### src/rtl/rmw_seq_pkg.sv
package rmw_seq_pkg;
  typedef enum logic [1:0] {BK_FETCH = 2'd0, BK_READ = 2'd1, BK_WRITE = 2'd2, BK_IDLE = 2'd3} bus_kind_e;

  typedef enum logic [3:0] {
    ST_IDLE, ST_SETUP, ST_GAP, ST_PRE, ST_RD, ST_EXEC, ST_PF, ST_WR, ST_FIN, ST_ERR
  } seq_st_e;

  typedef struct packed {
    logic       valid;
    logic       is_dreg;
    logic       use_areg;
    logic       predec;
    logic       postinc;
    logic       is_long;
    logic [1:0] npre;
    logic [2:0] step;
  } plan_t;

  // byte/word/long address stride
  function automatic logic [2:0] size_step(input logic [1:0] sz);
    case (sz)
      2'd0:    return 3'd1;
      2'd1:    return 3'd2;
      default: return 3'd4;
    endcase
  endfunction
endpackage

### src/rtl/rmw_mode_decode.sv
module rmw_mode_decode import rmw_seq_pkg::*; (
  input  logic [2:0] ea_mode,
  input  logic [2:0] ea_reg,
  input  logic [1:0] op_size,
  output plan_t      plan
);
  always_comb begin
    plan         = '0;
    plan.is_long = (op_size == 2'd2);
    plan.step    = size_step(op_size);
    case (ea_mode)
      3'd0: begin plan.valid = 1'b1; plan.is_dreg = 1'b1; end
      3'd2: begin plan.valid = 1'b1; plan.use_areg = 1'b1; end
      3'd3: begin plan.valid = 1'b1; plan.use_areg = 1'b1; plan.postinc = 1'b1; end
      3'd4: begin plan.valid = 1'b1; plan.use_areg = 1'b1; plan.predec = 1'b1; end
      3'd5, 3'd6: begin plan.valid = 1'b1; plan.npre = 2'd1; end
      3'd7: begin
        if (ea_reg == 3'd0) begin plan.valid = 1'b1; plan.npre = 2'd1; end
        else if (ea_reg == 3'd1) begin plan.valid = 1'b1; plan.npre = 2'd2; end
      end
      default: plan.valid = 1'b0;
    endcase
    if (op_size == 2'd3) plan.valid = 1'b0;
  end
endmodule

### src/rtl/rmw_bus_map.sv
module rmw_bus_map import rmw_seq_pkg::*; #(
  parameter int ADDR_W = 32
) (
  input  seq_st_e           st,
  input  logic              is_long,
  input  logic              second,
  input  logic [ADDR_W-1:0] base,
  input  logic [ADDR_W-1:0] pc,
  output logic              req,
  output logic [1:0]        kind,
  output logic [ADDR_W-1:0] addr
);
  localparam logic [ADDR_W-1:0] WORD_OFS = ADDR_W'(2);

  always_comb begin
    req  = 1'b1;
    kind = BK_IDLE;
    addr = '0;
    case (st)
      ST_GAP:        kind = BK_IDLE;
      ST_PRE, ST_PF: begin kind = BK_FETCH; addr = pc; end
      ST_RD:         begin kind = BK_READ;  addr = second ? base + WORD_OFS : base; end
      ST_WR:         begin kind = BK_WRITE; addr = (is_long && !second) ? base + WORD_OFS : base; end
      default:       req = 1'b0;
    endcase
  end
endmodule

### src/rtl/rmw_seq.sv
module rmw_seq import rmw_seq_pkg::*; #(
  parameter int ADDR_W = 32,
  parameter int WORD_W = 16,
  localparam int OP_W  = 2 * WORD_W
) (
  input  logic              clk,
  input  logic              rst_n,
  input  logic              start,
  input  logic [2:0]        ea_mode,
  input  logic [2:0]        ea_reg,
  input  logic [1:0]        op_size,
  input  logic [ADDR_W-1:0] areg_in,
  input  logic [ADDR_W-1:0] ea_in,
  input  logic [ADDR_W-1:0] pc_in,
  output logic              bus_req,
  output logic [1:0]        bus_kind,
  output logic [ADDR_W-1:0] bus_addr,
  output logic [WORD_W-1:0] bus_wdata,
  input  logic              bus_ack,
  input  logic [WORD_W-1:0] bus_rdata,
  output logic              exec_strobe,
  output logic [OP_W-1:0]   operand,
  input  logic [OP_W-1:0]   alu_result,
  output logic              areg_wr,
  output logic [ADDR_W-1:0] areg_out,
  output logic              done,
  output logic              err
);
  localparam logic [ADDR_W-1:0] PC_STEP = ADDR_W'(2);

  plan_t             dec_plan, plan_q;
  seq_st_e           st;
  logic              second;
  logic [1:0]        pre_left;
  logic [ADDR_W-1:0] base, pc_cur, areg_q;
  logic [OP_W-1:0]   wbuf;
  logic              busy, accepted;
  logic [ADDR_W-1:0] dec_step;

  rmw_mode_decode u_dec (.ea_mode(ea_mode), .ea_reg(ea_reg), .op_size(op_size), .plan(dec_plan));

  rmw_bus_map #(.ADDR_W(ADDR_W)) u_map (
    .st(st), .is_long(plan_q.is_long), .second(second), .base(base), .pc(pc_cur),
    .req(bus_req), .kind(bus_kind), .addr(bus_addr)
  );

  assign busy        = (st != ST_IDLE);
  assign accepted    = bus_req && bus_ack;
  assign dec_step    = ADDR_W'(dec_plan.step);
  assign exec_strobe = (st == ST_EXEC);
  assign done        = (st == ST_FIN);
  assign err         = (st == ST_ERR);
  assign areg_wr     = ((st == ST_SETUP) && plan_q.predec) || ((st == ST_FIN) && plan_q.postinc);
  assign areg_out    = plan_q.predec ? areg_q - ADDR_W'(plan_q.step) : areg_q + ADDR_W'(plan_q.step);
  assign bus_wdata   = (plan_q.is_long && second) ? wbuf[OP_W-1:WORD_W] : wbuf[WORD_W-1:0];

  always_ff @(posedge clk or negedge rst_n) begin
    if (!rst_n) begin
      st       <= ST_IDLE;
      plan_q   <= '0;
      second   <= 1'b0;
      pre_left <= '0;
      base     <= '0;
      pc_cur   <= '0;
      areg_q   <= '0;
      operand  <= '0;
      wbuf     <= '0;
    end else begin
      case (st)
        ST_IDLE: if (start) begin
          plan_q   <= dec_plan;
          areg_q   <= areg_in;
          pc_cur   <= pc_in;
          operand  <= '0;
          second   <= 1'b0;
          pre_left <= dec_plan.npre;
          if (!dec_plan.use_areg)    base <= ea_in;
          else if (dec_plan.predec)  base <= areg_in - dec_step;
          else                       base <= areg_in;
          st <= dec_plan.valid ? ST_SETUP : ST_ERR;
        end
        ST_SETUP: begin
          if (plan_q.is_dreg)                       st <= ST_EXEC;
          else if (plan_q.predec && plan_q.is_long) st <= ST_GAP;
          else if (pre_left != 2'd0)                st <= ST_PRE;
          else                                      st <= ST_RD;
        end
        ST_GAP: if (accepted) st <= ST_RD;
        ST_PRE: if (accepted) begin
          pc_cur   <= pc_cur + PC_STEP;
          pre_left <= pre_left - 2'd1;
          if (pre_left == 2'd1) st <= ST_RD;
        end
        ST_RD: if (accepted) begin
          if (plan_q.is_long && !second) begin
            operand[OP_W-1:WORD_W] <= bus_rdata;
            second <= 1'b1;
          end else begin
            operand[WORD_W-1:0] <= bus_rdata;
            second <= 1'b0;
            st     <= ST_EXEC;
          end
        end
        ST_EXEC: begin
          wbuf <= alu_result;
          st   <= ST_PF;
        end
        ST_PF: if (accepted) begin
          pc_cur <= pc_cur + PC_STEP;
          st     <= plan_q.is_dreg ? ST_FIN : ST_WR;
        end
        ST_WR: if (accepted) begin
          if (plan_q.is_long && !second) second <= 1'b1;
          else                           st     <= ST_FIN;
        end
        default: st <= ST_IDLE;
      endcase
    end
  end
endmodule

### config.mk
export PLATFORM = sky130hd
export DESIGN_NAME = rmw_seq
export DESIGN_NICKNAME = d
export VERILOG_FILES = /design/src/rtl/rmw_seq_pkg.sv /design/src/rtl/rmw_mode_decode.sv /design/src/rtl/rmw_bus_map.sv /design/src/rtl/rmw_seq.sv
export SDC_FILE = /design/constraint.sdc
export NUM_CORES = 1
export LEC_CHECK = 0
export ABC_AREA = 1
export CELL_PAD_IN_SITES_DETAIL_PLACEMENT = 0
export CELL_PAD_IN_SITES_GLOBAL_PLACEMENT = 1
export CORE_MARGIN = 2
export CORE_UTILIZATION = 40
export DETAILED_ROUTE_END_ITERATION = 10
export PLACE_DENSITY = 0.95
export SYNTH_ARGS = -nofsm -noshare
export SYNTH_HDL_FRONTEND = slang
export SYNTH_HIERARCHICAL = 1
export SYNTH_SLANG_ARGS = --single-unit
### constraint.sdc
create_clock -name clk -period 7.3 [get_ports clk]
set_input_delay 1.46 -clock clk [delete_from_list [all_inputs] [get_ports clk]]
set_output_delay 1.46 -clock clk [all_outputs]
set_load 0.005 [all_outputs]
Word-level counts from Yosys, hierarchy flattened
Index checks and enable logic that the tools add are counted.
Word-level totals
  bits in registers: 174
  bits of input ports: 156
  output and inout bits: 119
  logic and storage cells: 134
Operators by class
  add/sub/neg operators: 6
  eq/ne operators: 32
  mux-type cells: 53
  reduce and logical (&&, ||, !) cells: 29
Operators by type and width (count)
  two-way mux 32 bit: 9
  one-hot mux 32 bit (2 select lines): 2
  one-hot mux 32 bit (3 select lines): 1
  adder 32 x 2 -> 32 bit, second input constant: 2
  subtractor 32 x 3 -> 32 bit: 2
  two-way mux 16 bit: 3
  two-way mux 4 bit: 11
  adder 32 x 3 -> 32 bit: 1
  one-hot mux 4 bit (8 select lines): 1
  != test 2 bit, second input constant: 11
  == test 4 x 3 -> 1 bit, second input constant: 4
  two-way mux 1 bit: 13
  == test 3 bit, second input constant: 4
  two-way mux 3 bit: 3
  AND reduction 9 bit: 1
  == test 4 x 2 -> 1 bit, second input constant: 2
  == test 4 bit, second input constant: 2
  two-way mux 2 bit: 4
  one-hot mux 2 bit (2 select lines): 2
  AND reduction 4 bit: 2
  nonzero test 2 bit: 4
  == test 3 x 2 -> 1 bit, second input constant: 2
  logical AND 1 bit: 6
  zero test 3 bit: 2
  22 further kinds: 26

Longest topological paths before layout
  word-level depth: 8
  gate-level depth with buffers: 15
  mapped depth without buffers: 15

Modules after synthesis
Netlist, hierarchy kept.
By module, submodules not included
  rmw_seq: times used 1, cells an instance 1770, area each 11805.1 µm², seq. area each 4354.2 µm²
  rmw_bus_map: times used 1, cells an instance 389, area each 1821.7 µm², seq. area each 0.0 µm²
  rmw_mode_decode: times used 1, cells an instance 32, area each 136.4 µm², seq. area each 0.0 µm²

Least setup slack after synthesis
Ideal clock, no wire load.
  kind: register -> output
  start point: register plan_q[0] (netlist bit)
  end point: output port areg_out[26]
  arrival: 2.969 ns
  required time: 5.840 ns
  slack: 2.871 ns
  stages on the path, launching flop included: 13
  path buffers: 0
  path through: dfrtp_1 o31ai_1 ha_1 a21oi_1 nand2_1 nand2_1 nand2_1 nand2_1 nand3_1 nand2_1 nand2_1 nand2_1 nand2_1
On the way
  word-level cells in the longest chain between the ends: 2
  elaborated cells between the ends (all ways): 3
  those cells by class: add/sub: 2; mux: 1
RTL lines
  start, declared: RTL line rmw_seq.sv:31  | plan_t dec_plan, plan_q;
  start signal, assigned: RTL line rmw_seq.sv:71  | plan_q <= dec_plan;
  adder 32 x 3 -> 32 bit / subtractor 32 x 3 -> 32 bit (equally long branches): RTL line rmw_seq.sv:54  | assign areg_out = plan_q.predec ? areg_q - ADDR_W'(plan_q.step) : areg_q + ADDR_W'(plan_q.step);
  two-way mux 32 bit *: RTL line rmw_seq.sv:54
  end, declared: RTL line rmw_seq.sv:25  | output logic [ADDR_W-1:0] areg_out,
Every way passes the cells marked *; elsewhere a longest branch is shown, timed or not.

Final worst setup path
  start point: register plan_q[0] (netlist bit)
  end point: output port areg_out[20]
Same word-level chain as after synthesis.

==> results.ini <==
[cts]
holdBufCountCts=0
clockBufferDepth=2
cts-buffers-inserted=17
numClockSinks=174
cts_setup_buffers=0
h-tree-depth=4
cts_resized=0
cts-root-buf=clkbuf_16
cts_tree=yes
clk_pin_slew_ns=0.08
clk_latency_ns=0.45

[cells_and_area]
drive_above_1_share=0.0478
fin_area_mm2=0.0174
final_util=0.517
finalNetCount=2636
layout_commonest_cell=nand2_1
syn_to_final_growth_pct=26.6
layout_common_cells=nand2_1, nor2_1, inv_1
finalNonFillerCells=2900

[pwr]
clkPwrFrac=0.108
power_density_mw_per_mm2=514
p_sw_frac=0.486
p_sw_uw=4360
combPwrFrac=0.678
internal_power_uw=4600
vdd_drop_max_uv=410
p_leak_uw=0.00832
power_frac_seq=0.214

[floorplanning]
io_pins=275
core_mm2=0.0337
die_y_um=189
start_util=0.408
std_cell_rows=67
dieArea_mm2=0.0359
die-width_um=189

[global_route]
grt_pass1_vias=14429
grt_first_pass_wirelength_um=76400
grt_start_max_net_pins=75
grt_use_total=0.269
grt_overflow=0
grt_antenna_before_repair=5

[synth]
syn_avg_cell_area_um2=6.28
synth_cell_type_count=52
ys_warn_count=6
synth_fp_nets=2393
synth_top_flop_cell=dfrtp_1
ys_seq_area_frac=0.316
syn_inst=2191
ys_async_sr_fraction=1.00
ys_seq_elements=174
synth-edff-count=0
synth_area_mm2=0.0138

[timing]
period_share=0.729
setup_viol=0
fmax_mhz=188
period_needed_ns=5.32
rsz0062_at_grt=false
fin_worst_skew_ns=0.0194
worst_pin_slew_ns=1.09
finalSetupTns_ns=0
maxSlewHeadroom=0.273
drv_slew=0
finalHoldViolations=0

[run_status]
status=finished, final reports clean

[worst_setup_path]
start_kind=register
critPathKind=register to primary output
worstPathArrival_ns=3.86
worst-path-max-fanout=15
required_ns=5.84
end_kind=primary output

[worst_hold_path]
hold_class=register to register

[place]
place_hpwl_um=38500
port_buffers=274
placed_cell_area_mm2=0.0168
gp_congestion=0.940
dp.cells=2863

[drt]
wl_per_cell_um=16.9
routed_wl_um=48900
drc=0
post_drt_via_cell_ratio=5.20
drtIter0Drc=1342
vias=15085
detail-route-antenna-nets=0
firstDrtPassIters=5

[flow_run]
cap_violations=0

## kinds of logic (layout without fill, tap and decap cells)
kind of cell | Yosys count | count (layout) | share of synthesized area
simple gates | 1260 | 1260 | 0.381
buf+inv | 345 | 601 | 0.101
compound gates | 323 | 323 | 0.128
flops | 174 | 174 | 0.316
fa+ha+maj | 46 | 46 | 0.0429
xor+xnor | 26 | 26 | 0.0165
mux | 17 | 17 | 0.0138
other cells | 0 | 5 | 0
## state kept, by name, summed over array words and instances (netlist names)
| name | flops |
|---|---|
| areg_q | 32 |
| base | 32 |
| operand | 32 |
| pc_cur | 32 |
| plan_q | 7 |
| pre_left | 2 |
| second | 1 |
| st | 4 |
| wbuf | 32 |
## through the flow
step / worst slack (ns) / hold WS (ns) / power (uW)
4_1_cts: 2.02 / 0.481 / 8970
5_1_grt: 1.70 / 0.501 / 9710
3_5_place_dp: 2.52 / 0.461 / 7970
6_report: 1.98 / 0.480 / 8960
3_3_place_gp: 2.59 / 0.457 / 7920
2_1_floorplan: 2.87 / 0.442 / 5240
## metal layers
metal	wire length, um	up-vias	track usage
li1	-	7462	-
met1	22200	6962	0.375
met2	21000	590	0.412
met3	4200	71	0.0597
met4	1440	0	0.0918
met5	0	-	0
## cell usage after synthesis (3+ instances only)
master | instances | area [um^2]
nand4_1 | 17 | 106
nand3b_1 | 10 | 75.1
buf_6 | 7 | 78.8
a31oi_1 | 3 | 18.8
nand2_4 | 3 | 33.8
a21oi_1 | 90 | 450
dfrtp_1 | 174 | 4350
o22ai_1 | 6 | 37.5
nor2_4 | 6 | 67.6
xnor2_1 | 5 | 43.8
nand2_1 | 726 | 2730
o21ai_1 | 40 | 200
or2_2 | 4 | 25.0
buf_4 | 3 | 22.5
buf_2 | 27 | 135
nor2_2 | 10 | 62.6
nand3_1 | 151 | 756
o21ai_0 | 142 | 711
o21bai_1 | 4 | 30.0
inv_1 | 275 | 1030
o211ai_1 | 5 | 37.5
inv_2 | 12 | 45.0
nor3_1 | 24 | 120
nand2_2 | 12 | 75.1
o21ai_2 | 4 | 35.0
nor2_1 | 285 | 1070
a2bb2oi_1 | 10 | 87.6
a22oi_1 | 10 | 75.1
ha_1 | 44 | 551
nand3_2 | 3 | 30.0
clkbuf_1 | 17 | 63.8
mux2_2 | 16 | 180
xor2_1 | 21 | 184
## final cells by class
type,count,area [um^2]
multi-input cells,1672,8020
fillers,3512,16300
clock inverters,14,175
flip-flops and latches,174,4350
repair buffers,280,2790
well taps,448,561
inverters,289,1090
clock buffers,18,429
diodes,5,12.5
## final timing paths
kind | from | endpoint | slack (ns) | depth (start not counted)
setup / recovery | plan_q[0]$_DFFE_PN0P_ | areg_out[20] | 1.98 | 13
hold / removal | wbuf[9]$_DFFE_PN0P_ | wbuf[9]$_DFFE_PN0P_ | 0.48 | 2
setup reg to reg | st[1]$_DFFE_PN0P_ | pc_cur[29]$_DFFE_PN0P_ | 4.10 | 11
hold reg to reg | wbuf[9]$_DFFE_PN0P_ | wbuf[9]$_DFFE_PN0P_ | 0.48 | 2
max in group asynchronous | rst_n | operand[8]$_DFFE_PN0P_ | 4.96 | 2
min in group asynchronous | rst_n | wbuf[0]$_DFFE_PN0P_ | 1.04 | 1
## power groups by stage
| stage | logic, uW | clock network, uW | registers (uW) |
|---|---|---|---|
| CTS | 6080 | 975 | 1910 |
| detailed placement | 6050 | 0 | 1920 |
| global route | 6710 | 1010 | 1980 |
| global placement | 6010 | 0 | 1910 |
| finish | 6080 | 963 | 1920 |
| floorplan | 3510 | 0 | 1720 |
## worst max-delay path, cell delays in order, from the launching register on
cell	delay, ns
dfrtp_1	0.39
inv_1	0.07
ha_1	0.20
ha_1	0.16
or2_2	0.43
ha_1	0.42
nand2_1	0.10
nor2_1	0.20
nor3b_1	0.49
nand4_1	0.22
nand3_1	0.12
nand2_1	0.06
nand2_1	0.06
clkdlybuf4s50_1	0.49
Power figures use the tool's default switching activity.
